### config.mk
export PLATFORM = sky130hd
export DESIGN_NAME = obr_requester
export DESIGN_NICKNAME = d
export VERILOG_FILES = /design/src/rtl/obr_pkg.sv /design/src/rtl/obr_decode.sv /design/src/rtl/obr_timer.sv /design/src/rtl/obr_seq.sv /design/src/rtl/obr_requester.sv
export SDC_FILE = /design/constraint.sdc
export NUM_CORES = 1
export LEC_CHECK = 0
export BUFFER_PORTS_ARGS = -buffer_cell sky130_fd_sc_hd__buf_2
export CORE_MARGIN = 2
export CORE_UTILIZATION = 42
export DETAILED_ROUTE_END_ITERATION = 16
export PLACE_DENSITY = 0.8
export RECOVER_POWER = 50
export SLEW_MARGIN = 30
export SYNTH_ARGS = -nofsm -noshare
export SYNTH_HDL_FRONTEND = slang
export SYNTH_SLANG_ARGS = --single-unit
### constraint.sdc
create_clock -name clk -period 2.3 [get_ports clk]
set_input_delay 0.46 -clock clk [delete_from_list [all_inputs] [get_ports clk]]
set_output_delay 0.46 -clock clk [all_outputs]
set_load 0.01 [all_outputs]
### src/rtl/obr_pkg.sv
package obr_pkg;

    localparam int unsigned NUM_LEVELS = 4;

    typedef enum logic [2:0] {
        ST_IDLE,
        ST_REQUEST,
        ST_WAIT_GRANT,
        ST_ADDRESS,
        ST_WAIT_ACK,
        ST_RELEASE
    } obr_state_e;

    typedef enum logic [1:0] {
        RES_PENDING,
        RES_OK,
        RES_FAIL
    } obr_result_e;

    // Response priority during the strobe: error, then acknowledge, then timeout.
    function automatic obr_result_e obr_resolve(input logic berr_n,
                                                input logic dtack_n,
                                                input logic expired);
        if (!berr_n)       return RES_FAIL;
        else if (!dtack_n) return RES_OK;
        else if (expired)  return RES_FAIL;
        else               return RES_PENDING;
    endfunction

endpackage

### src/rtl/obr_decode.sv
module obr_decode #(
    parameter int unsigned      AW       = 24,
    parameter logic [AW-1:0]    WIN_BASE = 'h800000,
    parameter logic [AW-1:0]    WIN_LAST = 'hBFFFFF
) (
    input  logic [AW-1:0] addr,
    output logic          remote
);
    always_comb begin
        remote = (addr >= WIN_BASE) && (addr <= WIN_LAST);
    end
endmodule

### src/rtl/obr_timer.sv
module obr_timer #(
    parameter int unsigned TIMEOUT = 16
) (
    input  logic clk,
    input  logic rst,
    input  logic run,
    output logic expired
);
    localparam int unsigned CW = $clog2(TIMEOUT + 1);

    logic [CW-1:0] cnt_q;

    always_ff @(posedge clk) begin
        if (rst || !run) cnt_q <= '0;
        else             cnt_q <= cnt_q + 1'b1;
    end

    assign expired = run && (cnt_q == CW'(TIMEOUT - 1));
endmodule

### src/rtl/obr_seq.sv
module obr_seq
    import obr_pkg::*;
#(
    parameter int unsigned AW        = 24,
    parameter int unsigned DW        = 16,
    parameter int unsigned REQ_LEVEL = 3
) (
    input  logic                  clk,
    input  logic                  rst,
    input  logic                  start,
    input  logic                  cpu_we,
    input  logic [AW-1:0]         cpu_addr,
    input  logic [DW-1:0]         cpu_wdata,
    input  logic                  bus_bg_in_n,
    input  logic [DW-1:0]         bus_rdata,
    input  logic                  bus_dtack_n,
    input  logic                  bus_berr_n,
    input  logic                  expired,
    output obr_state_e            state,
    output logic [NUM_LEVELS-1:0] bus_br_n,
    output logic                  bus_bbsy_n,
    output logic                  bus_as_n,
    output logic                  bus_write_n,
    output logic [AW-1:0]         bus_addr,
    output logic [DW-1:0]         bus_wdata,
    output logic [DW-1:0]         result_data,
    output logic                  result_err
);
    obr_state_e    st_q;
    logic [AW-1:0] addr_q;
    logic [DW-1:0] wdata_q;
    logic [DW-1:0] rdata_q;
    logic          we_q;
    logic          err_q;
    obr_result_e   res;

    assign res = obr_resolve(bus_berr_n, bus_dtack_n, expired);

    always_ff @(posedge clk) begin
        if (rst) begin
            st_q    <= ST_IDLE;
            addr_q  <= '0;
            wdata_q <= '0;
            rdata_q <= '0;
            we_q    <= 1'b0;
            err_q   <= 1'b0;
        end else begin
            unique case (st_q)
                ST_IDLE: begin
                    if (start) begin
                        addr_q  <= cpu_addr;
                        wdata_q <= cpu_wdata;
                        we_q    <= cpu_we;
                        err_q   <= 1'b0;
                        st_q    <= ST_REQUEST;
                    end
                end
                ST_REQUEST:    st_q <= ST_WAIT_GRANT;
                ST_WAIT_GRANT: if (!bus_bg_in_n) st_q <= ST_ADDRESS;
                ST_ADDRESS:    st_q <= ST_WAIT_ACK;
                ST_WAIT_ACK: begin
                    if (res == RES_OK) begin
                        rdata_q <= bus_rdata;
                        st_q    <= ST_RELEASE;
                    end else if (res == RES_FAIL) begin
                        rdata_q <= '0;
                        err_q   <= 1'b1;
                        st_q    <= ST_RELEASE;
                    end
                end
                ST_RELEASE:    st_q <= ST_IDLE;
                default:       st_q <= ST_IDLE;
            endcase
        end
    end

    logic req_on;
    logic drive;

    assign req_on = (st_q == ST_REQUEST) || (st_q == ST_WAIT_GRANT);
    assign drive  = (st_q == ST_ADDRESS) || (st_q == ST_WAIT_ACK);

    for (genvar g = 0; g < NUM_LEVELS; g++) begin : g_level
        if (g == REQ_LEVEL) begin : g_used
            assign bus_br_n[g] = !req_on;
        end else begin : g_idle
            assign bus_br_n[g] = 1'b1;
        end
    end

    assign bus_bbsy_n  = !drive;
    assign bus_as_n    = (st_q != ST_WAIT_ACK);
    assign bus_write_n = drive ? !we_q : 1'b1;
    assign bus_addr    = drive ? addr_q : '0;
    assign bus_wdata   = (drive && we_q) ? wdata_q : '0;
    assign state       = st_q;
    assign result_data = rdata_q;
    assign result_err  = err_q;
endmodule

### src/rtl/obr_requester.sv
module obr_requester
    import obr_pkg::*;
#(
    parameter int unsigned   AW        = 24,
    parameter int unsigned   DW        = 16,
    parameter logic [AW-1:0] WIN_BASE  = 'h800000,
    parameter logic [AW-1:0] WIN_LAST  = 'hBFFFFF,
    parameter int unsigned   REQ_LEVEL = 3,
    parameter int unsigned   TIMEOUT   = 16
) (
    input  logic          clk,
    input  logic          rst,
    input  logic          cpu_req,
    input  logic          cpu_we,
    input  logic [AW-1:0] cpu_addr,
    input  logic [DW-1:0] cpu_wdata,
    output logic          cpu_ready,
    output logic          cpu_done,
    output logic          cpu_err,
    output logic [DW-1:0] cpu_rdata,
    output logic          loc_en,
    output logic          loc_we,
    output logic [AW-1:0] loc_addr,
    output logic [DW-1:0] loc_wdata,
    input  logic [DW-1:0] loc_rdata,
    output logic [3:0]    bus_br_n,
    input  logic          bus_bg_in_n,
    output logic          bus_bg_out_n,
    output logic          bus_bbsy_n,
    output logic          bus_as_n,
    output logic          bus_write_n,
    output logic [AW-1:0] bus_addr,
    output logic [DW-1:0] bus_wdata,
    input  logic [DW-1:0] bus_rdata,
    input  logic          bus_dtack_n,
    input  logic          bus_berr_n
);
    obr_state_e    state;
    logic          remote;
    logic          accept;
    logic          expired;
    logic          loc_done_q;
    logic [DW-1:0] result_data;
    logic          result_err;
    logic          finishing;

    obr_decode #(.AW(AW), .WIN_BASE(WIN_BASE), .WIN_LAST(WIN_LAST)) u_decode (
        .addr   (cpu_addr),
        .remote (remote)
    );

    obr_timer #(.TIMEOUT(TIMEOUT)) u_timer (
        .clk     (clk),
        .rst     (rst),
        .run     (state == ST_WAIT_ACK),
        .expired (expired)
    );

    obr_seq #(.AW(AW), .DW(DW), .REQ_LEVEL(REQ_LEVEL)) u_seq (
        .clk         (clk),
        .rst         (rst),
        .start       (accept && remote),
        .cpu_we      (cpu_we),
        .cpu_addr    (cpu_addr),
        .cpu_wdata   (cpu_wdata),
        .bus_bg_in_n (bus_bg_in_n),
        .bus_rdata   (bus_rdata),
        .bus_dtack_n (bus_dtack_n),
        .bus_berr_n  (bus_berr_n),
        .expired     (expired),
        .state       (state),
        .bus_br_n    (bus_br_n),
        .bus_bbsy_n  (bus_bbsy_n),
        .bus_as_n    (bus_as_n),
        .bus_write_n (bus_write_n),
        .bus_addr    (bus_addr),
        .bus_wdata   (bus_wdata),
        .result_data (result_data),
        .result_err  (result_err)
    );

    assign cpu_ready = (state == ST_IDLE);
    assign accept    = cpu_req && cpu_ready;
    assign finishing = (state == ST_RELEASE);

    assign loc_en    = accept && !remote;
    assign loc_we    = cpu_we;
    assign loc_addr  = cpu_addr;
    assign loc_wdata = cpu_wdata;

    always_ff @(posedge clk) begin
        if (rst) loc_done_q <= 1'b0;
        else     loc_done_q <= loc_en;
    end

    assign cpu_done  = loc_done_q || finishing;
    assign cpu_err   = finishing && result_err;
    assign cpu_rdata = loc_done_q ? loc_rdata : (finishing ? result_data : '0);

    assign bus_bg_out_n = (state == ST_IDLE) ? bus_bg_in_n : 1'b1;
endmodule

==> results of run 1 <==
[per-stage QoR]
step | setup TNS, ns | hold WS, ns
floorplan | 0 | 0.4178
global placement | 0 | 0.4296
detailed placement | -0.3747 | 0.4440
CTS | 0 | 0.3660
global route | -0.05391 | 0.3783
finish | 0 | 0.3882
[flip-flops by register name (all words and copies together), names as in the netlist]
signal,cells
u_seq.result_err,1
u_seq.state,3
u_seq.result_data,16
u_seq.addr_q,24
u_seq.wdata_q,16
u_timer.cnt_q,5
loc_done_q,1
u_seq.we_q,1
[routing by layer]
metal  vias up  GRT usage  wire (um)
met4         0    0.06217         92
met2       133     0.3255       4434
met3        10    0.04184        640
met1      1415     0.1893       3699
met5         -          0          0
li1       1610          -          -
[cell usage in the layout, fill, tap and decap left out, drive strengths merged, types with 17 or more instances in the layout]
cell / instances
and2: 24
dfxtp: 67
nand2b: 82
mux2i: 39
buf: 159
clkbuf: 53
nand3: 17
nand2: 20
and3: 18
[path summary, 6_finish.rpt]
path | start | end | slack (ns)
setup / recovery | u_seq.state[1]$_SDFFE_PP0P_ | bus_wdata[2] | 0.06
hold / removal | cpu_wdata[2] | u_seq.wdata_q[2]$_SDFFE_PP0P_ | 0.39
setup reg to reg | u_timer.cnt_q[0]$_SDFF_PP0_ | u_seq.result_data[7]$_SDFFE_PP0P_ | 0.07
hold reg to reg | u_timer.cnt_q[0]$_SDFF_PP0_ | u_timer.cnt_q[0]$_SDFF_PP0_ | 0.46
[worst reg2reg max path, cell delays in order (launching register included)]
cell and delay [ns]:
dfxtp_2 0.37, ha_4 0.14, and3_1 0.15, ha_1 0.14
nand2_1 0.06, o21ai_2 0.16, inv_2 0.06, ha_4 0.23
or4b_4 0.51, buf_6 0.16, nand2_1 0.08, a21oi_1 0.06
[final cells by class]
class | instances | area share
clock buffers | 11 | 0.03017
clock inverters | 5 | 0.01121
inverters | 6 | 0.004806
well taps | 108 | 0.02884
repair buffers | 201 | 0.2331
multi-input cells | 272 | 0.4045
flip-flops and latches | 67 | 0.2873
[cells by family after synthesis]
group                      after synthesis
other                                    1
adders and majority gates                4
muxes                                   39
AOI/OAI and AO/OA                       39
buffers and inverters                   82
and+or+nand+nor                        184
DFF                                     67
xor gates and xnor gates                 3
[power breakdown]
| group | leakage [nW] | switching (mW) | internal [mW] | total (mW) |
|---|---|---|---|---|
| sequential | 0.544 | 0.0217 | 1.19 | 1.21 |
| clock | 0.0991 | 0.446 | 0.525 | 0.971 |
| combinational | 1.45 | 0.176 | 0.171 | 0.347 |
| total | 2.09 | 0.644 | 1.89 | 2.53 |
[timing repair]
item,CTS,global route
cloned,1,1
gates resized for setup,7,6
pin swaps,0,2
buffers inserted,0,4
endpoints found under the setup margin,17,25
==> metrics.txt, run 1 <==
status finished clean; VDD IR-drop max 0.2602 mV; clk root buf clkbuf_8; Post-Synth XOR/XNOR Area 0.006993; final wirelength 8.867 mm; largest net degree at the start of global routing 62; Yosys cell types 38; DP HPWL 6.448 mm; I/O pins 188; Vias/cell 4.728; PortBufs 184; critical path type reg -> out; Final Skew 0.008293 ns; Rel. slew slack 0.6389; Synth area leaders dfxtp_1 (36%), nand2b_1 (14%), mux2i_1 (10%); Final GP Congestion 0.7597; Required @ worst endpoint 1.84 ns; Finish-stage setup viols 0; Leak 2.093 nW; number of placement rows 34; Die W 98.59 um; Startpoint Class flip-flop; Worst path depth 6; fillcell total 815; P per Cell Area 540.0 nW/um2; critical path cell sequence or3b_4 -> o21ai_4 -> buf_4 -> buf_12 -> and3_1 -> buf_2; # clock sinks 67; Iteration-0 DRC Markers 74; ys flop type dfxtp_1; largest family of logic cells by synthesized area simple AND/OR/NAND/NOR gates; Adder-Cell Fraction of Synth Area 0.01332; TritonCTS clock tree built; simple-gate portion of the synthesized area 0.2914; CP delay by family, top simple AND/OR/NAND/NOR gates; Synth Area per Inst 8.967 um2; area share of the largest cell type after synthesis 0.3570; final core utilization 0.5399; Antenna Nets Post-Route 0; Gate Count Post-Synth 419; H-Tree Depth 3; area taken by multi-input logic gates 1896 um2; clk buf depth 2; Hold Crit Depth 3; vias in the first global route 3093; worst skew pair latency 0.33 ns; Placed Cells 648; Antenna diodes 0; Worst path slowest cell or3b_4; Post-Syn Area 3757 um2; Seq/Total Area, Yosys 0.3570; sequential cell area 1346 um2; Total Power 2.530 mW; share of cells above drive strength 1 0.3399; global-route wire length before repair 13.77 mm; final hold viol count 0; EDFF count, synth 0; top-count cell post-synth nand2b_1; worst-margin pin slew 0.5376 ns; CP max FO 16; final worst path period share 0.9748; Max stage delay on crit path 0.44 ns; TritonRoute pass-1 iters 4; CTS Hold Buffers Added 0; synth-to-layout area growth 24.71%; Tot GR Track Use 0.1737; Worst-path clk slew 0.08 ns; Synth warnings 0; Max Cap Violations 0; fraction of registers with async set/reset 0; Cell Count, Final, Fillers Out 670; DRC errors left 0; CP Data Arrival Time 1.78 ns; CTS Buf Count 9; WP buf/inv 3; pre-CTS WS -0.04042 ns; top cells by instance count after synthesis nand2b_1 (82), dfxtp_1 (67), buf_4 (45); Compound-Gate Fraction of Synth Area 0.07792; die area 9719 um2; Layout Nets 640; fin. max-slew vios 0; area of placed instances 4437 um2; die height 98.59 um; Hold WC Path Type in -> reg; routed via count 3168; total grt overflow 0; final instance area 4686 um2; final worst slack 0.05793 ns; Synth area leader dfxtp_1; Tmin final 2.242 ns; worst reg2reg path depth 11; drt wl/cell 13.23 um; f_max 446.0 MHz; Crit. End Element output port; multiplexer share of the synthesized area 0.1039; Starting Density 0.4330; Core Region 8678 um2; Synth Register Bits 67; initial antenna violation count 0
(Power assumes the default switching activity.)
==> run 2: changes to the inputs <==
CORE_UTILIZATION = 41   (was 42)
GPL_ROUTABILITY_DRIVEN = 0   (was default)
SYNTH_HIERARCHICAL = 1   (was default)
==> run 2 against run 1 <==
  * The run now ends with negative setup slack left
  * Combinational power up 27%
  * Core utilization increased by 8.2 points
  * Largest power group unchanged
  * First-iteration DRC count increased by 27%
  * Synthesized area shrank 5.7%
  * Highest routed layer unchanged
  * Global-route usage increased by 3.1 points
  * Via count increased by 11%
  * Synthesized cell count up 5.3%
  * Design area increased by 10%
  * Critical endpoint is now bus_addr[19]
  * Total power increased by 13%
==> metrics.txt, run 2 <==
fin. max-slew vios 0 (unchanged); Most flops, register u_seq/addr_q; CTS Hold Buffers Added 0 (unchanged); share of cells above drive strength 1 0.5139 (+0.1741); vias in the first global route 3321 (+7.4%); DP HPWL 6.292 mm (-2.4%); die area 9402 um2 (-3.3%); Final Skew 0.005285 ns (-0.003008 ns); Tmin final 2.382 ns (+0.1395 ns); CP max FO 21 (+5); I/O pins 188 (unchanged); Compound-Gate Fraction of Synth Area 0.1306 (+0.05273); TritonCTS clock tree built; Synth area leaders dfxtp_1 (38%), nand2_1 (11%), buf_4 (9.3%); worst reg2reg path endpoint u_seq/result_data[6]$_SDFFE_PP0P_; leading cell types in the layout, fill and taps excluded buf_2 (168), nand2_1 (100), dfxtp_1 (62), a21oi_1 (40), buf_4 (27); final instance area 5161 um2 (+10%); Synth Area per Inst 8.035 um2 (-10%); Synth area leader dfxtp_1; clk root buf clkbuf_8; Worst-path clk slew 0.07 ns (about the same); Antenna Nets Post-Route 0 (unchanged); top cells by instance count after synthesis nand2_1 (102), dfxtp_1 (67), buf_4 (44); FF-to-FF Start u_seq/state[0]$_SDFFE_PP0P_; Largest register FFs 24 (unchanged); H-Tree Depth 3 (unchanged); Startpoint Class flip-flop; Post-Syn Area 3543 um2 (-5.7%); top-count cell post-synth nand2_1; fillcell total 685 (-16%); EDFF count, synth 0 (unchanged); worst skew pair latency 0.34 ns (about the same); ys flop type dfxtp_1; TritonRoute pass-1 iters 4 (unchanged); Layout Nets 688 (+7.5%); Die W 96.97 um (-1.6%); final worst path period share 1.035 (+0.06066); Synth warnings 6 (+6); Adder-Cell Fraction of Synth Area 0.01059 (-0.002727); Crit. End Element output port; clk buf depth 2 (unchanged); global-route wire length before repair 15.69 mm (+14%); critical path endpoint bus_addr[19]; number of placement rows 33 (-2.9%); Setup crit start u_seq/state[1]$_SDFFE_PP0P_; worst reg-to-reg setup slack 0.05 ns (-0.02 ns); Leak 2.339 nW (+12%); Hold WC Path Type in -> reg; synth-to-layout area growth 45.66%; total grt overflow 0 (unchanged); area of placed instances 4223 um2 (-4.8%); Synth Register Bits 67 (unchanged); initial antenna violation count 0 (unchanged); Core Region 8299 um2 (-4.4%); critical path type reg -> out; final worst slack -0.08158 ns (-0.1395 ns); Tot GR Track Use 0.2042 (+0.03054); CP Data Arrival Time 1.92 ns (+0.14 ns); fraction of registers with async set/reset 0 (unchanged); Starting Density 0.4270 (-0.006002); simple-gate portion of the synthesized area 0.3143 (+0.02289); VDD IR-drop max 0.3808 mV (+46%); CTS Buf Count 9 (unchanged); status complete, but fails checks; Gate Count Post-Synth 441 (+5.3%); Max Cap Violations 0 (unchanged); Seq/Total Area, Yosys 0.3785 (+0.02155); worst reg2reg path depth 12 (+1); Finish-stage setup viols 40 (+40); Rel. slew slack 0.5036 (-0.1352); die height 96.97 um (-1.6%); final hold viol count 0 (unchanged); final core utilization 0.6219 (+0.08195); worst-margin pin slew 0.7435 ns (+0.2060 ns); largest family of logic cells by synthesized area simple AND/OR/NAND/NOR gates; # clock sinks 67 (unchanged); Post-Synth XOR/XNOR Area 0.004944 (-0.002050); area share of the largest cell type after synthesis 0.3785 (+0.02155); Yosys cell types 42 (+11%); WHS 0.3420 ns (-0.04620 ns); Required @ worst endpoint 1.84 ns (about the same); largest net degree at the start of global routing 42 (-32%); RSZ-0062 raised after global routing true; routed via count 3526 (+11%); PortBufs 184 (unchanged); Total Power 2.853 mW (+13%); DRC errors left 0 (unchanged); Iteration-0 DRC Markers 94 (+27%); final wirelength 10.68 mm (+20%); P per Cell Area 552.8 nW/um2 (+2.4%); failing checks negative setup slack; leading cell type in the layout, fill and taps excluded buf_2; drt wl/cell 14.92 um (+13%); f_max 419.9 MHz (-5.9%); multiplexer share of the synthesized area 0.002825 (-0.1011); Vias/cell 4.925 (+4.1%); Antenna diodes 0 (unchanged)
run 2: cell types whose count changed in the layout (fill, tap and decap cells not counted), moves of 18 or more:
cell,previous run,this run
clkbuf_1,42,1
buf_6,4,22
buf_4,7,27
a21oi_1,16,40
buf_2,143,168
mux2i_1,39,1
nand2b_1,82,20
nand2_1,20,100
run 2: worst min path at each step:
stage	from	end	slack, ns	depth (start not counted)
6_report	bus_rdata[10]	u_seq/result_data[10]$_SDFFE_PP0P_	0.34	2
5_1_grt	bus_rdata[8]	u_seq/result_data[8]$_SDFFE_PP0P_	0.34	2
4_1_cts	bus_rdata[10]	u_seq/result_data[10]$_SDFFE_PP0P_	0.32	2
3_5_place_dp	u_seq/wdata_q[7]$_SDFFE_PP0P_	u_seq/wdata_q[7]$_SDFFE_PP0P_	0.44	2
3_3_place_gp	u_seq/wdata_q[2]$_SDFFE_PP0P_	u_seq/wdata_q[2]$_SDFFE_PP0P_	0.44	2
2_1_floorplan	u_timer/cnt_q[0]$_SDFF_PP0_	u_timer/cnt_q[0]$_SDFF_PP0_	0.42	1
run 2: worst max-delay path: stages, from the launching register on:
cell and delay [ns]:
dfxtp_4 0.36, buf_6 0.11, or3b_4 0.41, o21ai_4 0.12, buf_4 0.18, buf_16 0.14, and2_1 0.14, buf_2 0.12
run 2: stage by stage:
stage | std cells | TNS, ns | setup WS [ns]
2_1_floorplan | 443 | -0.0006994 | -0.0001399
3_3_place_gp | 672 | 0 | 0.02614
3_5_place_dp | 672 | -1.116 | -0.08586
4_1_cts | 705 | -3.894 | -0.1093
5_1_grt | 716 | -4.407 | -0.1413
6_report | 716 | -2.179 | -0.08158
run 2: layer usage:
metal,global-route usage,share of wire
met2,0.3734,0.52
met3,0.04408,0.072
met1,0.2286,0.40
met5,0,0
met4,0.08234,0.014
run 2: logic make-up after synthesis:
group                      after synthesis
AOI/OAI and AO/OA                       77
and+or+nand+nor                        209
other                                    1
DFF                                     67
adders and majority gates                3
muxes                                    1
buffers and inverters                   81
xor gates and xnor gates                 2
run 2: power breakdown:
part	internal [mW]	switching (mW)	total [mW]	leakage (nW)
registers	1.20	0.0227	1.22	0.545
clock network	0.747	0.445	1.19	0.123
logic	0.199	0.243	0.442	1.67
total	2.14	0.711	2.85	2.34
run 2: cell type report:
class                      instances  area (um2)  share of cell area
multi-input combinational        297        1903              0.3687
tap                              105       131.4             0.02545
timing repair buffer             226        1516              0.2938
clock buffer                      11       141.4             0.02739
inverter                           5       18.77            0.003636
sequential                        67        1350              0.2616
clock inverter                     5       100.1             0.01939
run 2: timing repair:
action	in CTS	in global routing
cloned	5	3
endpoints found under the hold margin	0	0
resized for setup	46	42
pin swaps	25	10
setup endpoints to repair	61	104
setup buffers	12	8
